### src/rtl/dwd_pkg.sv
package dwd_pkg;
  localparam int DWD_NCH      = 8;
  localparam int DWD_ADDR_W   = $clog2(DWD_NCH);
  localparam int DWD_WORD_W   = 10;
  localparam int DWD_SUB_W    = 8;
  // control word field positions
  localparam int DWD_SEL_BIT    = 0;  // 0 = system register, 1 = channel register
  localparam int DWD_BIAS_BIT   = 4;
  localparam int DWD_CODING_BIT = 5;
  localparam int DWD_ROUTE_BIT  = 7;

  typedef struct packed {
    logic                  sysWr;
    logic                  ctlWr;
    logic                  datWr;
    logic [DWD_ADDR_W-1:0] chan;
  } dwdStrobe_t;
endpackage

### src/rtl/dwd_ctrl.sv
module dwd_ctrl
  import dwd_pkg::*;
#(
  parameter int WORD_W  = DWD_WORD_W,
  parameter int SEL_BIT = DWD_SEL_BIT
) (
  input  logic                  wrEn,
  input  logic                  modeSel,
  input  logic [DWD_ADDR_W-1:0] chanAddr,
  input  logic [WORD_W-1:0]     wrData,
  output dwdStrobe_t            strb
);
  always_comb begin
    strb      = '0;
    strb.chan = chanAddr;
    if (wrEn) begin
      if (modeSel)              strb.datWr = 1'b1;
      else if (wrData[SEL_BIT]) strb.ctlWr = 1'b1;
      else                      strb.sysWr = 1'b1;
    end
  end
endmodule

### src/rtl/dwd_level_conv.sv
module dwd_level_conv #(
  parameter int MAIN_W = 10,
  parameter int SUB_W  = 8
) (
  input  logic              twos,
  input  logic [MAIN_W-1:0] mainCode,
  input  logic [SUB_W-1:0]  subCode,
  output logic [MAIN_W-1:0] mainLvl,
  output logic [SUB_W-1:0]  subLvl
);
  localparam int MSB  = MAIN_W - 1;
  localparam int SMSB = SUB_W - 1;

  always_comb begin
    if (twos) mainLvl = {~mainCode[MSB], mainCode[MSB-1:0]};
    else      mainLvl = {mainCode[MSB], ~mainCode[MSB-1:0]};
    subLvl = {subCode[SMSB], ~subCode[SMSB-1:0]};
  end
endmodule

### src/rtl/dwd_datapath.sv
module dwd_datapath
  import dwd_pkg::*;
#(
  parameter int NCH        = DWD_NCH,
  parameter int WORD_W     = DWD_WORD_W,
  parameter int SUB_W      = DWD_SUB_W,
  parameter int CODING_BIT = DWD_CODING_BIT,
  parameter int BIAS_BIT   = DWD_BIAS_BIT,
  parameter int ROUTE_BIT  = DWD_ROUTE_BIT
) (
  input  logic                          clk,
  input  logic                          rst,
  input  dwdStrobe_t                    strb,
  input  logic [WORD_W-1:0]             wrData,
  output logic [NCH-1:0][WORD_W-1:0]    mainLvl,
  output logic [NCH-1:0][SUB_W-1:0]     subLvl,
  output logic [NCH-1:0]                subRoute,
  output logic [NCH-1:0]                biasInt,
  output logic                          codingTwos
);
  logic [NCH-1:0][WORD_W-1:0] mainCode;
  logic [NCH-1:0][SUB_W-1:0]  subCode;

  always_ff @(posedge clk) begin
    if (rst) begin
      mainCode   <= '0;
      subCode    <= '0;
      subRoute   <= '0;
      biasInt    <= '0;
      codingTwos <= 1'b0;
    end else begin
      if (strb.sysWr) codingTwos <= wrData[CODING_BIT];
      if (strb.ctlWr) begin
        subRoute[strb.chan] <= wrData[ROUTE_BIT];
        biasInt[strb.chan]  <= wrData[BIAS_BIT];
      end
      if (strb.datWr) begin
        if (subRoute[strb.chan]) subCode[strb.chan]  <= wrData[SUB_W-1:0];
        else                     mainCode[strb.chan] <= wrData;
      end
    end
  end

  for (genvar ch = 0; ch < NCH; ch++) begin : g_conv
    dwd_level_conv #(.MAIN_W(WORD_W), .SUB_W(SUB_W)) conv_i (
      .twos    (codingTwos),
      .mainCode(mainCode[ch]),
      .subCode (subCode[ch]),
      .mainLvl (mainLvl[ch]),
      .subLvl  (subLvl[ch])
    );
  end

  AST_SYS_CODING: assert property (@(posedge clk) disable iff (rst)
    strb.sysWr |=> codingTwos == $past(wrData[CODING_BIT]));
  AST_CTL_FLAGS: assert property (@(posedge clk) disable iff (rst)
    strb.ctlWr |=> (subRoute[$past(strb.chan)] == $past(wrData[ROUTE_BIT]))
                && (biasInt[$past(strb.chan)] == $past(wrData[BIAS_BIT])));
  AST_MAIN_LOAD: assert property (@(posedge clk) disable iff (rst)
    (strb.datWr && !subRoute[strb.chan]) |=>
      (mainCode[$past(strb.chan)] == $past(wrData)) && $stable(subCode));
  AST_SUB_LOAD: assert property (@(posedge clk) disable iff (rst)
    (strb.datWr && subRoute[strb.chan]) |=>
      (subCode[$past(strb.chan)] == $past(wrData[SUB_W-1:0])) && $stable(mainCode));
  AST_IDLE_HOLD: assert property (@(posedge clk) disable iff (rst)
    !(strb.sysWr || strb.ctlWr || strb.datWr) |=>
      $stable(mainCode) && $stable(subCode) && $stable(subRoute)
      && $stable(biasInt) && $stable(codingTwos));
endmodule

### src/rtl/dac_write_decoder.sv
module dac_write_decoder
  import dwd_pkg::*;
#(
  parameter int NCH    = DWD_NCH,
  parameter int WORD_W = DWD_WORD_W,
  parameter int SUB_W  = DWD_SUB_W
) (
  input  logic                  clk,
  input  logic                  rst,
  input  logic                  wrEn,
  input  logic                  modeSel,
  input  logic [DWD_ADDR_W-1:0] chanAddr,
  input  logic [WORD_W-1:0]     wrData,
  output logic [NCH*WORD_W-1:0] mainLevel,
  output logic [NCH*SUB_W-1:0]  subLevel,
  output logic [NCH-1:0]        subRoute,
  output logic [NCH-1:0]        biasInt,
  output logic                  codingTwos
);
  dwdStrobe_t                 strb;
  logic [NCH-1:0][WORD_W-1:0] mainLvl;
  logic [NCH-1:0][SUB_W-1:0]  subLvl;

  dwd_ctrl #(.WORD_W(WORD_W)) ctrl_i (
    .wrEn    (wrEn),
    .modeSel (modeSel),
    .chanAddr(chanAddr),
    .wrData  (wrData),
    .strb    (strb)
  );

  dwd_datapath #(.NCH(NCH), .WORD_W(WORD_W), .SUB_W(SUB_W)) dp_i (
    .clk       (clk),
    .rst       (rst),
    .strb      (strb),
    .wrData    (wrData),
    .mainLvl   (mainLvl),
    .subLvl    (subLvl),
    .subRoute  (subRoute),
    .biasInt   (biasInt),
    .codingTwos(codingTwos)
  );

  assign mainLevel = mainLvl;
  assign subLevel  = subLvl;
endmodule

### config.mk
export PLATFORM = sky130hd
export DESIGN_NAME = dac_write_decoder
export DESIGN_NICKNAME = d
export VERILOG_FILES = /design/src/rtl/dwd_pkg.sv /design/src/rtl/dwd_ctrl.sv /design/src/rtl/dwd_level_conv.sv /design/src/rtl/dwd_datapath.sv /design/src/rtl/dac_write_decoder.sv
export SDC_FILE = /design/constraint.sdc
export NUM_CORES = 1
export LEC_CHECK = 0
export BUFFER_PORTS_ARGS = -buffer_cell sky130_fd_sc_hd__buf_2
export CELL_PAD_IN_SITES_DETAIL_PLACEMENT = 1
export CELL_PAD_IN_SITES_GLOBAL_PLACEMENT = 1
export CORE_ASPECT_RATIO = 0.8
export CORE_MARGIN = 10
export CORE_UTILIZATION = 30
export CTS_BUF_LIST = sky130_fd_sc_hd__clkbuf_8
export DETAILED_ROUTE_END_ITERATION = 8
export PLACE_DENSITY = 0.59
export RECOVER_POWER = 25
export SETUP_SLACK_MARGIN = 0.5
export SLEW_MARGIN = 20
export SYNTH_ARGS = -nofsm -noshare
export SYNTH_HDL_FRONTEND = slang
export SYNTH_SLANG_ARGS = --single-unit
### constraint.sdc
create_clock -name clk -period 2.4 [get_ports clk]
set_input_delay 0.24 -clock clk [delete_from_list [all_inputs] [get_ports clk]]
set_output_delay 0.24 -clock clk [all_outputs]
set_load 0.05 [all_outputs]
==> results of run 1 <==
[cell families (layout without fill, tap and decap cells)]
family	Yosys count	after routing
flip-flops	161	161
multiplexers	139	139
XOR/XNOR	80	80
AO/OA/AOI/OAI	54	54
buffers and inverters	129	299
AND/OR/NAND/NOR	217	217
[metrics by stage]
stage | utilization | hold slack [ns] | area, µm² | cells
3_5_place_dp | 0.375 | 0.449 | 9160 | 1230
3_3_place_gp | 0.375 | 0.447 | 9160 | 1230
2_1_floorplan | - | 0.384 | 7950 | 780
5_1_grt | 0.399 | 0.0757 | 9750 | 1268
4_1_cts | 0.394 | 0.0772 | 9630 | 1264
6_report | 0.399 | 0.101 | 9750 | 1268
[metal layers]
metal	wire length, µm	vias to the layer above	GRT usage	share of wire
met4	199	0	0.0333	0.0078
met1	12500	2869	0.214	0.49
li1	-	2858	-	-
met2	11800	115	0.244	0.46
met5	0	-	0	0
met3	951	11	0.0379	0.037
[tightest hold or removal path: cells and delay by family]
| family | cells | cell delay (ns) |
|---|---|---|
| AO/OA/AOI/OAI | 1 | 0.05 |
| buffers and inverters | 1 | 0.15 |
| AND/OR/NAND/NOR | 1 | 0.08 |
[timing repair]
item,in CTS,in global routing
gates cloned,0,1
setup endpoints to repair,70,77
buffers inserted,2,3
endpoints found under the hold margin,0,0
gates resized for setup,26,57
hold buffers,0,0
pin swaps,0,2
[layout by cell type (no fill, tap or decap), types with 2 or more instances in the layout]
cell        count
clkinvlp_4      3
o41ai_1        10
xor2_2          2
dfxtp_1       160
nand3_1         8
a21oi_1        24
nand4_1        15
xnor2_2        46
clkinv_2        2
buf_16          2
nand2_1        20
xnor2_1        26
clkbuf_1       65
xor2_4          5
o21ai_0         8
buf_2          39
clkbuf_8       19
o2111ai_4       3
mux2i_1       138
inv_6           3
nor3_1          2
and4bb_1        2
buf_12          4
clkinv_4        3
inv_1          59
a2111oi_2       2
nor2_1         66
buf_4          54
nand2b_1       92
o31ai_4         2
nor2b_1         2
clkbuf_4       43
[cell usage after synthesis, types with 11 or more instances]
master    count
dfxtp_1     161
mux2i_1     138
nand2b_1     92
xnor2_1      72
nor2_1       66
inv_1        59
clkbuf_1     34
a21oi_1      24
nand2_1      20
buf_1        15
nand4_1      15
buf_4        11
[flip-flops by register name (all words and copies together) (netlist names)]
register and count:
dp_i.biasInt 8, dp_i.codingTwos 1, dp_i.mainCode 80, dp_i.subRoute 8
dp_i.subCode 64
[how the worst min path moves through the flow]
stage	slack, ns	cells after the start	to
6_report	0.10	3	dp_i.mainCode[19]
5_1_grt	0.08	3	dp_i.mainCode[19]
4_1_cts	0.08	3	dp_i.mainCode[19]
3_5_place_dp	0.45	2	dp_i.biasInt[0]
3_3_place_gp	0.45	2	dp_i.biasInt[0]
2_1_floorplan	0.38	2	dp_i.subCode[10]
[power by group through the flow]
stage / combinational, W / clock (W) / sequential, W
3_3_place_gp: 0.000697 / 0 / 0.00278
3_5_place_dp: 0.000701 / 0 / 0.00278
2_1_floorplan: 0.000497 / 0 / 0.00277
6_report: 0.000736 / 0.00201 / 0.00271
4_1_cts: 0.000722 / 0.00208 / 0.00271
5_1_grt: 0.000780 / 0.00220 / 0.00271
[cell type report]
cell class	instances	area (µm²)
Timing Repair Buffer	208	1330
Multi-Input combinational cell	490	4190
Fill cell	2813	14700
Clock inverter	13	126
Inverter	59	221
Tap cell	318	398
Clock buffer	19	262
Sequential cell	161	3230
==> metrics.txt, run 1 <==
CTS sink cnt 161; CP Launch Type flop; syn nets 797; later-pin clock latency in the skew report 0.47 ns; global-route wire length before repair 38.4 mm; Seq cells post-synth 161; Port Buffers 177; via count 5853; status finished clean; Crit Path Max Fanout 14; nets 954; Clock Pin Slew Worst Setup and Hold Paths 0.11 ns; fmax 531 MHz; Ys Warns 0; Cell variety after synth 39; synth-to-layout area growth 30.5%; clock share of power 0.368; Worst Skew 0.0188 ns; All-Layer GR Usage 0.157; drt wl/cell 20.0 µm; CTS tree done; reg2reg path depth 5; largest net degree at the start of global routing 121; RR Startpoint dp_i.subRoute[2]; share of the synthesized area in the top cell type 0.431; pre-CTS setup slack 0.253 ns; Placer Congestion 0.771; Reg power frac 0.497; Hold Startpoint wrData[9]; fraction of registers with async set/reset 0; I/O pin count 178; final worst setup slack 0.518 ns; Mapped Cells 780; Final Hold Viols 0; routed wire length 25.4 mm; Rows 51; Psw 0.00165 W; initial antenna violation count 0; total power 0.00545 W; flop2flop setup slack 0.64 ns; die area 31700 µm²; Clock Path Buffers 2; mux share of post-synthesis cell area 0.186; ys flop type dfxtp_1; remaining antenna violation count 0; Post-Synth Simple-Gate Area 0.157; Core Box Area 24400 µm²; Setup crit end mainLevel[21]; Bufs and invs on worst path 3; Post-synth EDFFs 0; Slew Viols, Final 0; cell-internal power 0.00381 W; leak pwr 3.75 nW; Hold Crit Class primary input to flop; Die H 161 µm; vias in the first global route 6032; combinational share of power 0.135; critical-path cell with the highest stage delay dfxtp_4; Period minus WS final 1.88 ns; Post-Syn Area 7470 µm²; H-tree Lvls 4; Switching Share 0.302; CP endpoint kind primary output; WP data arrival 1.64 ns; Area contributors post-synth dfxtp_1 43%, mux2i_1 18%, xnor2_1 8.4%, nand2b_1 7.7%, nor2_1 3.3%; worst vdd ir 0.000261 V; Slew headroom 0.454; layout cells sized above 1 0.258; RSZ-0062 raised after global routing yes; crit path launch dp_i.codingTwos; CP top delay family buffers and inverters; GRT overflow 0; compound-gate portion of the synthesized area 0.0591; largest area contributor in the netlist dfxtp_1; Pwr per Cell Area 559 nW/µm²; setup TNS 0 ns; Final period util 0.784; final setup fails 0; Least-Margin Pin Slew 0.819 ns; CTS root buffer clkbuf_8; post-synthesis adder-cell area fraction 0; starting density of the core 0.306; r2r endpoint dp_i.subCode[17]; WP data required 2.16 ns; drt drc 0; drt pass-1 iters 4; hpwl dp 17.8 mm; Avg Cell Area, Syn 9.58 µm²; crit-path cells buf_12 > clkbuf_16 > xnor2_2 > clkbuf_4; sequential area share after synthesis 0.431; CP Depth 4; die width 196 µm; Num CTS Buffers 17; largest family of logic cells by synthesized area multiplexers; XOR/XNOR Fraction of Synth Area 0.0938; Setup CP Type flop to primary output; MaxCap Viol Count 0; DR vias/cell 4.62; Initial DRC Count 275; Largest stage delay, worst path 0.40 ns; ANT cells 0
Power figures use the tool's default switching activity.
==> inputs of run 2 (changes only) <==
- PLACE_DENSITY: 0.59 -> 0.61
- clock period: 2.4 -> 1.6 ns (I/O delays scaled with it)
==> metrics.txt, run 2 (synthesis results as in run 1) <==
CTS tree done; WP data arrival 1.64 ns (about the same); CP Launch Type flop; vias in the first global route 7349 (+22%); Largest register FFs 80 (unchanged); Setup CP Type flop to primary output; Period minus WS final 1.80 ns; leak pwr 5.33 nW (+42%); later-pin clock latency in the skew report 0.47 ns (about the same); die area 31700 µm² (unchanged); global-route wire length before repair 45.1 mm (+17%); Initial DRC Count 287 (+4.4%); CTS root buffer clkbuf_8; ANT cells 0 (unchanged); Pwr per Cell Area 632 nW/µm² (+13%); Clock Path Buffers 2 (unchanged); remaining antenna violation count 0 (unchanged); final setup fails 122 (+122); Slew Viols, Final 0 (unchanged); Die H 161 µm (unchanged); via count 6461 (+10%); worst vdd ir 0.000578 V (+120%); status finished, violations left; critical-path cell with the highest stage delay dfxtp_4; biggest regs dp_i.mainCode x80, dp_i.subCode x64; flop2flop setup slack -0.11 ns (-0.75 ns); Clock Pin Slew Worst Setup and Hold Paths 0.10 ns (about the same); layout cells sized above 1 0.566 (+0.308); synth-to-layout area growth 85.1%; initial antenna violation count 0 (unchanged); H-tree Lvls 4 (unchanged); RR Startpoint dp_i.subRoute[1]; reg2reg path depth 8 (+3); starting density of the core 0.306 (unchanged); nets 1054 (+10%); I/O pin count 178 (unchanged); Hold Startpoint wrData[4]; most frequent cells in the layout 129 x mux2i_1, 92 x nand2b_1, 91 x dfxtp_1, 90 x buf_8, 85 x buf_6; largest net degree at the start of global routing 38 (-69%); RSZ-0062 raised after global routing yes; Port Buffers 177 (unchanged); violated checks negative setup slack; All-Layer GR Usage 0.183 (+0.0266); r2r endpoint dp_i.mainCode[44]; most common cell after layout, fill and taps aside mux2i_1; WP data required 1.44 ns (-0.72 ns); Setup crit end mainLevel[79]; MaxCap Viol Count 0 (unchanged); fmax 557 MHz; Largest stage delay, worst path 0.40 ns (about the same); GRT overflow 0 (unchanged); final worst setup slack -0.195 ns (-0.713 ns); CTS sink cnt 161 (unchanged); crit path launch dp_i.codingTwos; Worst path most repeated cell buf_12; Final period util 1.12; Crit Path Max Fanout 5 (-9); drt pass-1 iters 4 (unchanged); CP Depth 5 (+1); total power 0.00875 W (+60%); Worst Skew 0.0149 ns (-0.00394 ns); Hold Crit Class primary input to flop; Num CTS Buffers 17 (unchanged); Final Hold Viols 0 (unchanged); CP top delay family buffers and inverters; most flop-heavy register dp_i.mainCode; Core Box Area 24400 µm² (unchanged); pre-CTS setup slack -0.182 ns (-0.435 ns); Slew headroom 0.433 (-0.0211); Hold-fix buffers, CTS 0 (unchanged); drt drc 0 (unchanged); Bufs and invs on worst path 4 (+1); CP endpoint kind primary output; DR vias/cell 4.72 (+2.3%); routed wire length 29.4 mm (+16%); crit-path cells buf_6 > buf_12 > buf_8 > xor2_4 > buf_12; drt wl/cell 21.5 µm (+7.4%); Rows 51 (unchanged); die width 196 µm (unchanged); hpwl dp 20.4 mm (+14%); Least-Margin Pin Slew 0.850 ns (+0.0316 ns); Placer Congestion 0.833 (+8.1%)
-- run 2: cell count changes in the layout (fill, tap and decap cells not counted), moves of 56 or more --
| cell | previous run | this run |
|---|---|---|
| inv_1 | 59 | 3 |
| buf_8 | 0 | 90 |
| clkbuf_1 | 65 | 5 |
| xnor2_4 | 0 | 72 |
| dfxtp_1 | 160 | 91 |
| inv_2 | 0 | 57 |
| buf_6 | 0 | 85 |
| dfxtp_2 | 0 | 62 |
-- run 2: cell type report --
cell class	count	area, µm²
repair buffers	308	3930
inverters	59	221
flip-flops and latches	161	3330
fillers	2413	10600
well taps	318	398
multi-input cells	490	5570
clock buffers	19	262
clock inverters	13	125
-- run 2: metrics by stage --
stage | setup TNS, ns | cells | cell area (µm²) | hold slack, ns | util
global placement | -1.93 | 1282 | 11300 | 0.443 | 0.462
global route | -22.72 | 1368 | 13800 | 0.0380 | 0.566
finish | -12.98 | 1368 | 13800 | 0.0483 | 0.566
floorplan | -1.66 | 780 | 9540 | 0.302 | -
CTS | -14.08 | 1355 | 13500 | 0.0110 | 0.551
detailed placement | -6.70 | 1282 | 11300 | 0.464 | 0.462
-- run 2: metal layers --
metal | vias to the layer above | routed length (µm) | global-route usage
met1 | 3267 | 12600 | 0.223
met2 | 115 | 15400 | 0.321
li1 | 3060 | - | -
met5 | - | 0 | 0
met3 | 19 | 1160 | 0.0414
met4 | 0 | 297 | 0.0402
-- run 2: timing repair --
| action | CTS | global route |
|---|---|---|
| pin swaps | 30 | 21 |
| setup buffers | 33 | 13 |
| gates cloned | 8 | 0 |
| endpoints found under the setup margin | 297 | 305 |
| gates resized for setup | 477 | 140 |
-- run 2: tightest hold or removal path, delay by kind of cell --
kind,cells,cell delay [ns]
buffers and inverters,1,0.17
AOI/OAI and AO/OA,1,0.06
and+or+nand+nor,1,0.09
-- run 2: worst min path at each step --
stage / end / depth (start not counted)
floorplan: dp_i.subRoute[2] / 2
global placement: dp_i.biasInt[0] / 2
detailed placement: dp_i.biasInt[0] / 2
CTS: dp_i.biasInt[4] / 3
global route: dp_i.biasInt[4] / 3
finish: dp_i.biasInt[4] / 3
-- run 2: report_power, final --
group / switching (W) / total (W) / internal (W)
registers: 0.0000519 / 0.00407 / 0.00402
clock network: 0.00173 / 0.00307 / 0.00134
logic: 0.000914 / 0.00160 / 0.000688
total: 0.00270 / 0.00875 / 0.00605
==> inputs of run 3 (changes only) <==
- HOLD_SLACK_MARGIN: default -> 0.06
- SETUP_SLACK_MARGIN: 0.5 -> default
==> metrics.txt, run 3 (synthesis results as in run 1) <==
status finished, violations left; violated checks negative setup slack; Clock Path Buffers 2 (unchanged); CTS root buffer clkbuf_8; pre-CTS setup slack -0.130 ns (+0.0516 ns); total power 0.00893 W (+2.1%); remaining antenna violation count 0 (unchanged); leak pwr 4.69 nW (-12%); DR vias/cell 4.61 (-2.4%); Slew Viols, Final 0 (unchanged); FILL cells 2580 (+6.9%); starting density of the core 0.306 (unchanged); Pwr per Cell Area 729 nW/µm² (+15%); met1 usage 0.222 (-0.00101); drt drc 0 (unchanged); Rows 51 (unchanged); global-route wire length before repair 41.4 mm (-8.2%); Worst Skew 0.0173 ns (+0.00242 ns); CTS tree done; Sequential Area 3240 µm² (-2.6%); MaxCap Viol Count 0 (unchanged); routed wire length 27.6 mm (-6.4%); Hold Crit Class primary input to flop; drt pass-1 iters 4 (unchanged); worst vdd ir 0.000575 V (-0.59%); Die H 161 µm (unchanged); GR peak layer met2; most common cell after layout, fill and taps aside dfxtp_1; final worst setup slack -0.221 ns (-0.0260 ns); Setup CP Type flop to primary output; clock share of power 0.373 (+0.022); Largest register FFs 80 (unchanged); Final Hold Viols 0 (unchanged); vias in the first global route 6624 (-9.9%); die area 31700 µm² (unchanged); most flop-heavy register dp_i.mainCode; All-Layer GR Usage 0.169 (-0.0139); cell depth of the worst hold path 3 (unchanged); area of the multi-input gates 5250 µm² (-5.8%); Reg power frac 0.456 (-0.010); nets 1019 (-3.3%); Initial DRC Count 289 (+0.70%); Clock Pin Slew Worst Setup and Hold Paths 0.09 ns (about the same); Num CTS Buffers 17 (unchanged); Crit Path Max Fanout 5 (unchanged); final setup fails 109 (-11%); CTS sink cnt 161 (unchanged); CP Launch Type flop; most frequent cells in the layout 153 x dfxtp_1, 135 x mux2i_1, 94 x buf_2, 92 x nand2b_1, 65 x nor2_1; post-route insts no fill 1335 (-2.4%); die width 196 µm (unchanged); H-tree Lvls 4 (unchanged); Final Util 0.501 (-0.0649); Slew headroom 0.530 (+0.0974); later-pin clock latency in the skew report 0.46 ns (about the same); synth-to-layout area growth 63.9%; post-route cell area 12200 µm² (-11%); Placed Instances 1276 (-0.47%); cell-internal power 0.00627 W (+3.6%); via count 6156 (-4.7%); biggest regs dp_i.mainCode x80, dp_i.subCode x64; Final period util 1.14 (+0.0162); GR Util met3 0.0441 (+0.00269); Core Box Area 24400 µm² (unchanged); layout cells sized above 1 0.410 (-0.156); combinational share of power 0.171 (-0.012); RSZ-0062 raised after global routing yes; M2 GR Usage 0.273 (-0.0487); Placer Congestion 0.807 (-3.1%); initial antenna violation count 2 (+2); hpwl dp 18.5 mm (-9.1%); reg2reg path depth 6 (-2); fmax 549 MHz (-1.4%); Switching Share 0.298 (-0.00994); DP Area 10200 µm² (-9.8%); Port Buffers 177 (unchanged); CP endpoint kind primary output; Least-Margin Pin Slew 0.704 ns (-0.146 ns); Psw 0.00266 W (-1.2%); GRT overflow 0 (unchanged); I/O pin count 178 (unchanged); largest net degree at the start of global routing 64 (+68%); WP data arrival 1.66 ns (+0.02 ns); WP data required 1.44 ns (about the same); Period minus WS final 1.82 ns (+0.0260 ns); drt wl/cell 20.6 µm (-4.0%)
==> run 3: cell count changes in the layout (fill, tap and decap cells not counted), sizes merged <==
cell,previous run,this run
clkbuf,30,24
bufinv,1,3
inv,66,67
diode,0,2
clkinvlp,2,1
dlygate4sd3,0,3
buf,295,263
dlymetal6s2s,2,0
==> run 3: area by class of cell <==
type / count / area share
multi-input combinational: 490 / 0.428
inverter: 59 / 0.0181
antenna: 2 / 0.000409
clock inverter: 15 / 0.0160
tap: 318 / 0.0325
timing repair buffer: 273 / 0.221
sequential: 161 / 0.265
clock buffer: 17 / 0.0191
==> run 3: critical path, stage by stage, from the launching register on <==
cell and delay (ns):
dfxtp_4 0.37, buf_12 0.13, clkbuf_16 0.16, buf_16 0.16, xnor2_2 0.20, buf_6 0.19
==> run 3: through the flow <==
| stage | hold WS (ns) | setup TNS (ns) |
|---|---|---|
| floorplan | 0.297 | -1.67 |
| global route | 0.0792 | -24.58 |
| finish | 0.104 | -12.68 |
| CTS | 0.0671 | -11.66 |
| detailed placement | 0.448 | -9.35 |
| global placement | 0.444 | -6.73 |
==> run 3: routing by layer <==
metal  wire, µm  up-vias  share of wire
li1           -     3005              -
met1      12600     3024           0.46
met2      13400      109           0.49
met3       1270       18          0.046
met4        262        0         0.0095
met5          0        -              0
==> run 3: timing repair <==
item                                    4_1_cts  5_1_grt
buffers inserted                             10        8
hold endpoints to repair                      3        0
gates resized for setup                     205       42
hold buffers                                  3        0
gates cloned                                  6        3
pin swaps                                    52       29
endpoints found under the setup margin      149      138
==> run 3: path summary, 6_finish.rpt <==
kind,slack [ns],end,startpoint
setup / recovery,-0.22,mainLevel[33],dp_i.codingTwos
hold reg to reg,0.46,dp_i.biasInt[2],dp_i.biasInt[2]
hold / removal,0.10,dp_i.mainCode[18],wrData[8]
setup reg to reg,-0.04,dp_i.mainCode[59],dp_i.subRoute[4]
==> run 3: power by group through the flow <==
stage               logic (W)  registers (W)  clock network, W
floorplan            0.000800        0.00416                 0
global placement      0.00122        0.00416                 0
detailed placement    0.00123        0.00416                 0
CTS                   0.00150        0.00407           0.00343
global route          0.00160        0.00408           0.00362
finish                0.00152        0.00408           0.00333
